### src/rtl/ioredir_pkg.sv
package ioredir_pkg;
  localparam logic [7:0] REG_SELECT = 8'h00;
  localparam logic [7:0] REG_WINDOW = 8'h10;
  localparam int ENTRY_BASE = 16;
  localparam int BIT_RIRR   = 14;
  localparam int BIT_LEVEL  = 15;
  localparam int BIT_MASK   = 16;
  localparam int DEST_LSB   = 24;

  // True when the select value addresses a word of one of n_entries entries
  function automatic logic sel_in_table(input logic [7:0] sel, input int n_entries);
    return (int'(sel) >= ENTRY_BASE) && (int'(sel) < ENTRY_BASE + 2 * n_entries);
  endfunction

  // Entry number addressed by a select value (valid only when sel_in_table)
  function automatic int sel_entry(input logic [7:0] sel);
    return (int'(sel) - ENTRY_BASE) / 2;
  endfunction
endpackage

### src/rtl/ioredir_regs.sv
module ioredir_regs
  import ioredir_pkg::*;
#(
  parameter int N_LINES = 24,
  parameter int VEC_W   = 8,
  parameter int DEST_W  = 8
) (
  input  logic                             clk,
  input  logic                             rst_n,
  input  logic [7:0]                       bus_addr,
  input  logic                             bus_wr,
  input  logic [31:0]                      bus_wdata,
  output logic [31:0]                      bus_rdata,
  input  logic [N_LINES-1:0]               ent_rirr,
  output logic [N_LINES-1:0]               ent_mask,
  output logic [N_LINES-1:0]               ent_level,
  output logic [N_LINES-1:0][VEC_W-1:0]    ent_vec,
  output logic [N_LINES-1:0][DEST_W-1:0]   ent_dest
);
  localparam int IW = (N_LINES > 1) ? $clog2(N_LINES) : 1;

  logic [7:0]    sel;
  logic          hit;
  logic          hi_word;
  logic [IW-1:0] eidx;

  always_comb begin
    hit     = sel_in_table(sel, N_LINES);
    hi_word = sel[0];
    eidx    = IW'(sel_entry(sel));
  end

  always_ff @(posedge clk) begin
    if (!rst_n) begin
      sel       <= '0;
      ent_mask  <= '1;
      ent_level <= '0;
      ent_vec   <= '0;
      ent_dest  <= '0;
    end else if (bus_wr) begin
      if (bus_addr == REG_SELECT) begin
        sel <= bus_wdata[7:0];
      end else if (bus_addr == REG_WINDOW && hit) begin
        if (hi_word) begin
          ent_dest[eidx] <= bus_wdata[DEST_LSB +: DEST_W];
        end else begin
          ent_vec[eidx]   <= bus_wdata[VEC_W-1:0];
          ent_level[eidx] <= bus_wdata[BIT_LEVEL];
          ent_mask[eidx]  <= bus_wdata[BIT_MASK];
        end
      end
    end
  end

  always_comb begin
    bus_rdata = '0;
    if (bus_addr == REG_SELECT) begin
      bus_rdata[7:0] = sel;
    end else if (bus_addr == REG_WINDOW && hit) begin
      if (hi_word) begin
        bus_rdata[DEST_LSB +: DEST_W] = ent_dest[eidx];
      end else begin
        bus_rdata[VEC_W-1:0] = ent_vec[eidx];
        bus_rdata[BIT_RIRR]  = ent_rirr[eidx];
        bus_rdata[BIT_LEVEL] = ent_level[eidx];
        bus_rdata[BIT_MASK]  = ent_mask[eidx];
      end
    end
  end

  AST_SELECT_LOADS: assert property (@(posedge clk) disable iff (!rst_n)
    bus_wr && bus_addr == REG_SELECT |=> sel == $past(bus_wdata[7:0]));
endmodule

### src/rtl/ioredir_line.sv
module ioredir_line #(
  parameter int VEC_W = 8
) (
  input  logic             clk,
  input  logic             rst_n,
  input  logic             line,
  input  logic             mask,
  input  logic             level,
  input  logic [VEC_W-1:0] vec,
  input  logic             eoi_valid,
  input  logic [VEC_W-1:0] eoi_vector,
  input  logic             accept,
  output logic             req,
  output logic             rirr
);
  logic prev;
  logic edge_pend;
  logic rise;
  logic eoi_hit;

  assign rise    = line && !prev;
  assign eoi_hit = eoi_valid && (eoi_vector == vec) && level;

  always_ff @(posedge clk) begin
    if (!rst_n) begin
      prev      <= 1'b0;
      edge_pend <= 1'b0;
      rirr      <= 1'b0;
    end else begin
      prev <= line;
      if (level)                edge_pend <= 1'b0;
      else if (rise && !mask)   edge_pend <= 1'b1;
      else if (accept)          edge_pend <= 1'b0;
      if (accept && level)      rirr <= 1'b1;
      else if (eoi_hit)         rirr <= 1'b0;
    end
  end

  assign req = !mask && (level ? (line && !rirr) : edge_pend);

  AST_LEVEL_ACCEPT_SETS_RIRR: assert property (@(posedge clk) disable iff (!rst_n)
    accept && level |=> rirr);
  AST_EOI_RELEASES: assert property (@(posedge clk) disable iff (!rst_n)
    eoi_hit && !accept |=> !rirr);
  AST_EDGE_CONSUMED: assert property (@(posedge clk) disable iff (!rst_n)
    accept && !level && !rise |=> level || !req);
endmodule

### src/rtl/ioredir_pick.sv
module ioredir_pick #(
  parameter int N_LINES = 24,
  parameter int VEC_W   = 8,
  parameter int DEST_W  = 8
) (
  input  logic                           clk,
  input  logic                           rst_n,
  input  logic [N_LINES-1:0]             req,
  input  logic [N_LINES-1:0][VEC_W-1:0]  ent_vec,
  input  logic [N_LINES-1:0][DEST_W-1:0] ent_dest,
  input  logic                           msg_ready,
  output logic                           msg_valid,
  output logic [VEC_W-1:0]               msg_vector,
  output logic [DEST_W-1:0]              msg_dest,
  output logic [N_LINES-1:0]             accept
);
  localparam int IW = (N_LINES > 1) ? $clog2(N_LINES) : 1;

  logic          any_req;
  logic [IW-1:0] first;
  logic [IW-1:0] held_idx;

  always_comb begin
    any_req = 1'b0;
    first   = '0;
    for (int i = N_LINES - 1; i >= 0; i--) begin
      if (req[i]) begin
        any_req = 1'b1;
        first   = IW'(i);
      end
    end
  end

  always_ff @(posedge clk) begin
    if (!rst_n) begin
      msg_valid  <= 1'b0;
      held_idx   <= '0;
      msg_vector <= '0;
      msg_dest   <= '0;
    end else if (msg_valid && msg_ready) begin
      msg_valid <= 1'b0;
    end else if (!msg_valid && any_req) begin
      msg_valid  <= 1'b1;
      held_idx   <= first;
      msg_vector <= ent_vec[first];
      msg_dest   <= ent_dest[first];
    end
  end

  for (genvar g = 0; g < N_LINES; g++) begin : g_acc
    assign accept[g] = msg_valid && msg_ready && (held_idx == IW'(g));
  end

  AST_HOLD_UNDER_BACKPRESSURE: assert property (@(posedge clk) disable iff (!rst_n)
    msg_valid && !msg_ready |=> msg_valid && $stable(msg_vector) && $stable(msg_dest));
  AST_HANDSHAKE_RETIRES: assert property (@(posedge clk) disable iff (!rst_n)
    msg_valid && msg_ready |=> !msg_valid);
endmodule

### src/rtl/ioredir_ctrl.sv
module ioredir_ctrl #(
  parameter int N_LINES = 24,
  parameter int VEC_W   = 8,
  parameter int DEST_W  = 8
) (
  input  logic               clk,
  input  logic               rst_n,
  input  logic [N_LINES-1:0] irq_in,
  input  logic [7:0]         bus_addr,
  input  logic               bus_wr,
  input  logic [31:0]        bus_wdata,
  output logic [31:0]        bus_rdata,
  input  logic               eoi_valid,
  input  logic [VEC_W-1:0]   eoi_vector,
  output logic               msg_valid,
  input  logic               msg_ready,
  output logic [VEC_W-1:0]   msg_vector,
  output logic [DEST_W-1:0]  msg_dest
);
  logic [N_LINES-1:0]             ent_mask;
  logic [N_LINES-1:0]             ent_level;
  logic [N_LINES-1:0]             ent_rirr;
  logic [N_LINES-1:0][VEC_W-1:0]  ent_vec;
  logic [N_LINES-1:0][DEST_W-1:0] ent_dest;
  logic [N_LINES-1:0]             req;
  logic [N_LINES-1:0]             accept;

  ioredir_regs #(.N_LINES(N_LINES), .VEC_W(VEC_W), .DEST_W(DEST_W)) regs_i (
    .clk(clk), .rst_n(rst_n), .bus_addr(bus_addr), .bus_wr(bus_wr),
    .bus_wdata(bus_wdata), .bus_rdata(bus_rdata), .ent_rirr(ent_rirr),
    .ent_mask(ent_mask), .ent_level(ent_level), .ent_vec(ent_vec), .ent_dest(ent_dest)
  );

  for (genvar g = 0; g < N_LINES; g++) begin : g_line
    ioredir_line #(.VEC_W(VEC_W)) line_i (
      .clk(clk), .rst_n(rst_n), .line(irq_in[g]), .mask(ent_mask[g]),
      .level(ent_level[g]), .vec(ent_vec[g]), .eoi_valid(eoi_valid),
      .eoi_vector(eoi_vector), .accept(accept[g]), .req(req[g]), .rirr(ent_rirr[g])
    );
  end

  ioredir_pick #(.N_LINES(N_LINES), .VEC_W(VEC_W), .DEST_W(DEST_W)) pick_i (
    .clk(clk), .rst_n(rst_n), .req(req), .ent_vec(ent_vec), .ent_dest(ent_dest),
    .msg_ready(msg_ready), .msg_valid(msg_valid), .msg_vector(msg_vector),
    .msg_dest(msg_dest), .accept(accept)
  );

  AST_RESET_IDLE: assert property (@(posedge clk)
    !rst_n |=> !msg_valid);
endmodule

### config.mk
export PLATFORM = sky130hd
export DESIGN_NAME = ioredir_ctrl
export DESIGN_NICKNAME = d
export VERILOG_FILES = /design/src/rtl/ioredir_pkg.sv /design/src/rtl/ioredir_regs.sv /design/src/rtl/ioredir_line.sv /design/src/rtl/ioredir_pick.sv /design/src/rtl/ioredir_ctrl.sv
export SDC_FILE = /design/constraint.sdc
export NUM_CORES = 2
export LEC_CHECK = 0
export ABC_CLOCK_PERIOD_IN_PS = 10200
export BUFFER_PORTS_ARGS = -buffer_cell sky130_fd_sc_hd__buf_2
export CAP_MARGIN = 5
export CORE_AREA = 8 8 310 312
export DETAILED_ROUTE_END_ITERATION = 8
export DIE_AREA = 0 0 318 320
export GPL_TIMING_DRIVEN = 0
export PLACE_DENSITY = 0.6
export SLEW_MARGIN = 20
export SYNTH_ARGS = -nofsm -noshare
export SYNTH_HDL_FRONTEND = slang
export SYNTH_HIERARCHICAL = 1
export SYNTH_SLANG_ARGS = --single-unit
export TNS_END_PERCENT = 20
### constraint.sdc
create_clock -name clk -period 10.2 [get_ports clk]
set_clock_uncertainty 0.15 [all_clocks]
set_input_delay 0 -clock clk [delete_from_list [all_inputs] [get_ports clk]]
set_output_delay 0 -clock clk [all_outputs]
set_load 0.02 [all_outputs]
==> implementation parameters <==
Parameter                              Value

Cells and area
  Ant. Diodes    0
  Final-layout fill cell count    9183
  Combined flip-flop and latch cell area    0.0107 sq mm
  Share of cells above drive strength 1    0.115
  Non-filler instance count after layout    5147
  Multi-input gate area in the final layout    0.0196 sq mm
  Post-layout nets    3993
  Syn-to-layout area delta    15.4%

Detailed routing
  Routed wire length    140 mm
  Average wire per standard cell    27.2 microns
  Post-route DRC violation count    0
  Number of routed nets with antenna violations    0
  Detailed-route vias per instance    5.92
  Via total after detailed routing    30500
  Number of iterations in the first detailed-routing pass    7
  Initial DRC Count    4253

Floorplan
  Area inside the core boundary    0.0910 sq mm
  Die H    320 microns
  Die outline area    0.102 sq mm
  Number of placed I/O pins    126
  Initial core utilization    0.347
  Num rows    111
  Chip width    318 microns

Yosys
  Area share of the leading cell type in the synthesized netlist    0.339
  Sequential cell area fraction in the yosys report    0.339
  Async set or reset register ratio after synthesis    0
  Cell taking the most area after synthesis    sky130_fd_sc_hd__dfxtp_1
  Mapped cell area    0.0316 sq mm
  Synth cell count leaders    sky130_fd_sc_hd__nand2_1, sky130_fd_sc_hd__dfxtp_1, sky130_fd_sc_hd__mux2i_1, sky130_fd_sc_hd__a21boi_0, sky130_fd_sc_hd__nor2b_1
  Prevailing post-synth register cell    sky130_fd_sc_hd__dfxtp_1
  Number of synthesized flops with an enable pin    0
  Synthesized instance count    3663
  Count leader, synth    sky130_fd_sc_hd__nand2_1
  Number of synthesized register bits    534
  Number of warnings printed during yosys synthesis    6
  Mean instance size in the synthesized netlist    8.62 sq um
  Count of cell types in the netlist    88
  Cell types with the largest area share after synthesis    sky130_fd_sc_hd__dfxtp_1, sky130_fd_sc_hd__nand2_1, sky130_fd_sc_hd__mux2i_1, sky130_fd_sc_hd__mux4_2, sky130_fd_sc_hd__xor2_1

STA
  Crit share post-route    0.641
  Final Max Tran Viols    0
  Count of endpoints failing setup in the final report    0
  Final setup TNS    0 ns
  Maximum operating frequency    153 MHz
  Tmin final    6.54 ns
  Setup repair after global routing missed its margin    no
  Worst-Margin Slew    1.22 ns
  Final WS setup    3.66 ns
  Final Hold Viols    0
  Headroom to the max-slew limit    0.177

Setup path
  CP Class    flip-flop to primary output
  Critical path data required time    10.05 ns
  Worst flop-to-flop path startpoint    regs_i/ent_level[23]
  Critical Path End Type    primary output
  Capture point of the worst reg-to-reg path    pick_i/msg_dest[2]
  Type of element launching the critical path    flip-flop
  Register-to-register path setup slack    4.93 ns
  Crit-path max FO    10
  Slowest cell on the critical path    sky130_fd_sc_hd__o31ai_1
  Worst Reg2Reg Path Length in Cells    11
  Peak per-stage delay on the critical path    0.92 ns
  CP cell instances    inv_2 -> ha_1 -> and4bb_1 -> buf_4 -> and2_1 -> ha_1 -> clkbuf_1 -> nand3b_1 -> nor2_1 -> a221oi_2 -> buf_4 -> buf_2 -> nor2_1 -> a2111o_1 -> o31ai_1 -> buf_2
  CP Data Arrival Time    6.39 ns

Pwr
  PnR Total Power    4.58 mW
  Static power due to leakage    13.2 nW
  Power Dens Cells    126 mW/mm^2
  Maximum ir drop on the vdd rail    0.124 mV

Clock network
  H-tree level count    2
  Post-CTS resize count    0
  Clk slew on worst S/H paths    0.06 ns
  Worst-Skew Late Latency    0.65 ns
  Clock root buffer    sky130_fd_sc_hd__clkbuf_16
  TritonCTS clock tree    built
  Buffer levels on the longest clock path    3
  Total clock buffers created by CTS    61
  Clock Sinks    534

Worst hold path
  Number of cells traversed by the worst hold path    4
  Worst hold path type    input pin to flip-flop
  Hold Crit Start    eoi_vector[7]
  End point of the most critical hold path    g_line[21].line_i/rirr

Run
  Number of max-capacitance violations reported    0

Global routing
  Global-route wire length before repair    200 mm
  Total track usage    0.260
  Via count of the first global-routing pass    28200
  Leftover overflow at the end of global routing    0
  Largest net degree at the start of global routing    45
  Number of antenna violations at the first check in global routing    7

Placement
  Number of port buffers    90
  Setup slack after placement    4.56 ns
  HPWL after DPL    107 mm
  Final RePlAce weighted congestion    1.02
  Cell Count Post-Placement    4955

Status
  Status    finished clean
[power breakdown]
group	switching (mW)	internal (mW)
Clock	0.929	1.31
Combinational	0.160	0.0850
Sequential	0.00154	2.09
Total	1.09	3.49
[area by class of cell]
cell class,instances,area share
repair buffers,175,0.0356
clock inverters,20,0.00663
well taps,1186,0.0407
multi-input cells,2851,0.537
inverters,9,0.000927
plain buffers,281,0.0370
clock buffers,91,0.0483
flip-flops and latches,534,0.293
[logic make-up (layout without fill, tap and decap cells)]
family,after synthesis,count (layout),synth area share
other,1,13,0.000119
AOI/OAI and AO/OA,747,747,0.177
adders and majority gates,3,3,0.00119
and+or+nand+nor,1539,1539,0.239
DFF,534,534,0.339
xor gates and xnor gates,198,198,0.0560
muxes,351,351,0.145
buffers and inverters,290,576,0.0437
[per-layer routing]
layer / vias to the layer above / track usage / routed length (microns)
met4: 2 / 0.135 / 8710
met2: 1860 / 0.390 / 58500
met1: 14700 / 0.348 / 57600
li1: 13500 / - / -
met3: 399 / 0.0576 / 15100
met5: - / 0 / 15
[through the flow]
stage	hold WS, ns	util	cell area [sq um]
final	0.0348	0.401	36400
after global routing	0.0731	0.401	36400
after CTS	0.0234	0.400	36400
after detailed placement	0.0891	0.370	33600
after global placement	0.0825	0.369	33600
after floorplan	-0.0338	-	31600
[repair_timing]
action	4_1_cts	5_1_grt
hold buffers	79	0
setup buffers	0	0
endpoints found under the hold margin	369	0
setup endpoints to repair	0	0
[cell usage in the layout, fill, tap and decap left out, types with 83 or more instances in the layout]
cell	n
sky130_fd_sc_hd__dfxtp_1	534
sky130_fd_sc_hd__mux2i_1	246
sky130_fd_sc_hd__mux4_2	83
sky130_fd_sc_hd__nor2b_1	214
sky130_fd_sc_hd__clkbuf_1	208
sky130_fd_sc_hd__nand3_1	124
sky130_fd_sc_hd__nor2_1	85
sky130_fd_sc_hd__a21oi_1	103
sky130_fd_sc_hd__xor2_1	192
sky130_fd_sc_hd__buf_2	126
sky130_fd_sc_hd__nand2_1	780
sky130_fd_sc_hd__a21boi_0	214
[flip-flops by register name, summed over array words and instances (netlist names)]
register and flops:
g_line.line_i/edge_pend 24, regs_i/ent_level 24, pick_i/held_idx 5, regs_i/sel 8, regs_i/ent_dest 192, g_line.line_i/prev 24
g_line.line_i/rirr 24, pick_i/msg_valid 1, regs_i/ent_mask 24, pick_i/msg_vector 8, pick_i/msg_dest 8, regs_i/ent_vec 192
[worst max-delay path by stage]
stage                   from  cells past startpoint       endpoint  slack [ns]
6_report       regs_i/sel[4]                     16   bus_rdata[0]        3.66
5_1_grt        regs_i/sel[4]                     16   bus_rdata[0]        3.64
4_1_cts        regs_i/sel[4]                     13   bus_rdata[2]        3.86
3_5_place_dp   regs_i/sel[4]                     13   bus_rdata[2]        4.56
3_3_place_gp   regs_i/sel[4]                     15  bus_rdata[31]        4.48
2_1_floorplan  regs_i/sel[4]                     14  bus_rdata[27]        6.10
[critical path, delay by kind of cell (launching register included)]
family | cells | cell delay [ns]
compound gates | 3 | 2.17
fa+ha+maj | 2 | 0.41
buf+inv | 6 | 1.78
flops | 1 | 0.47
simple gates | 5 | 0.91
Power figures use the tool's default switching activity.
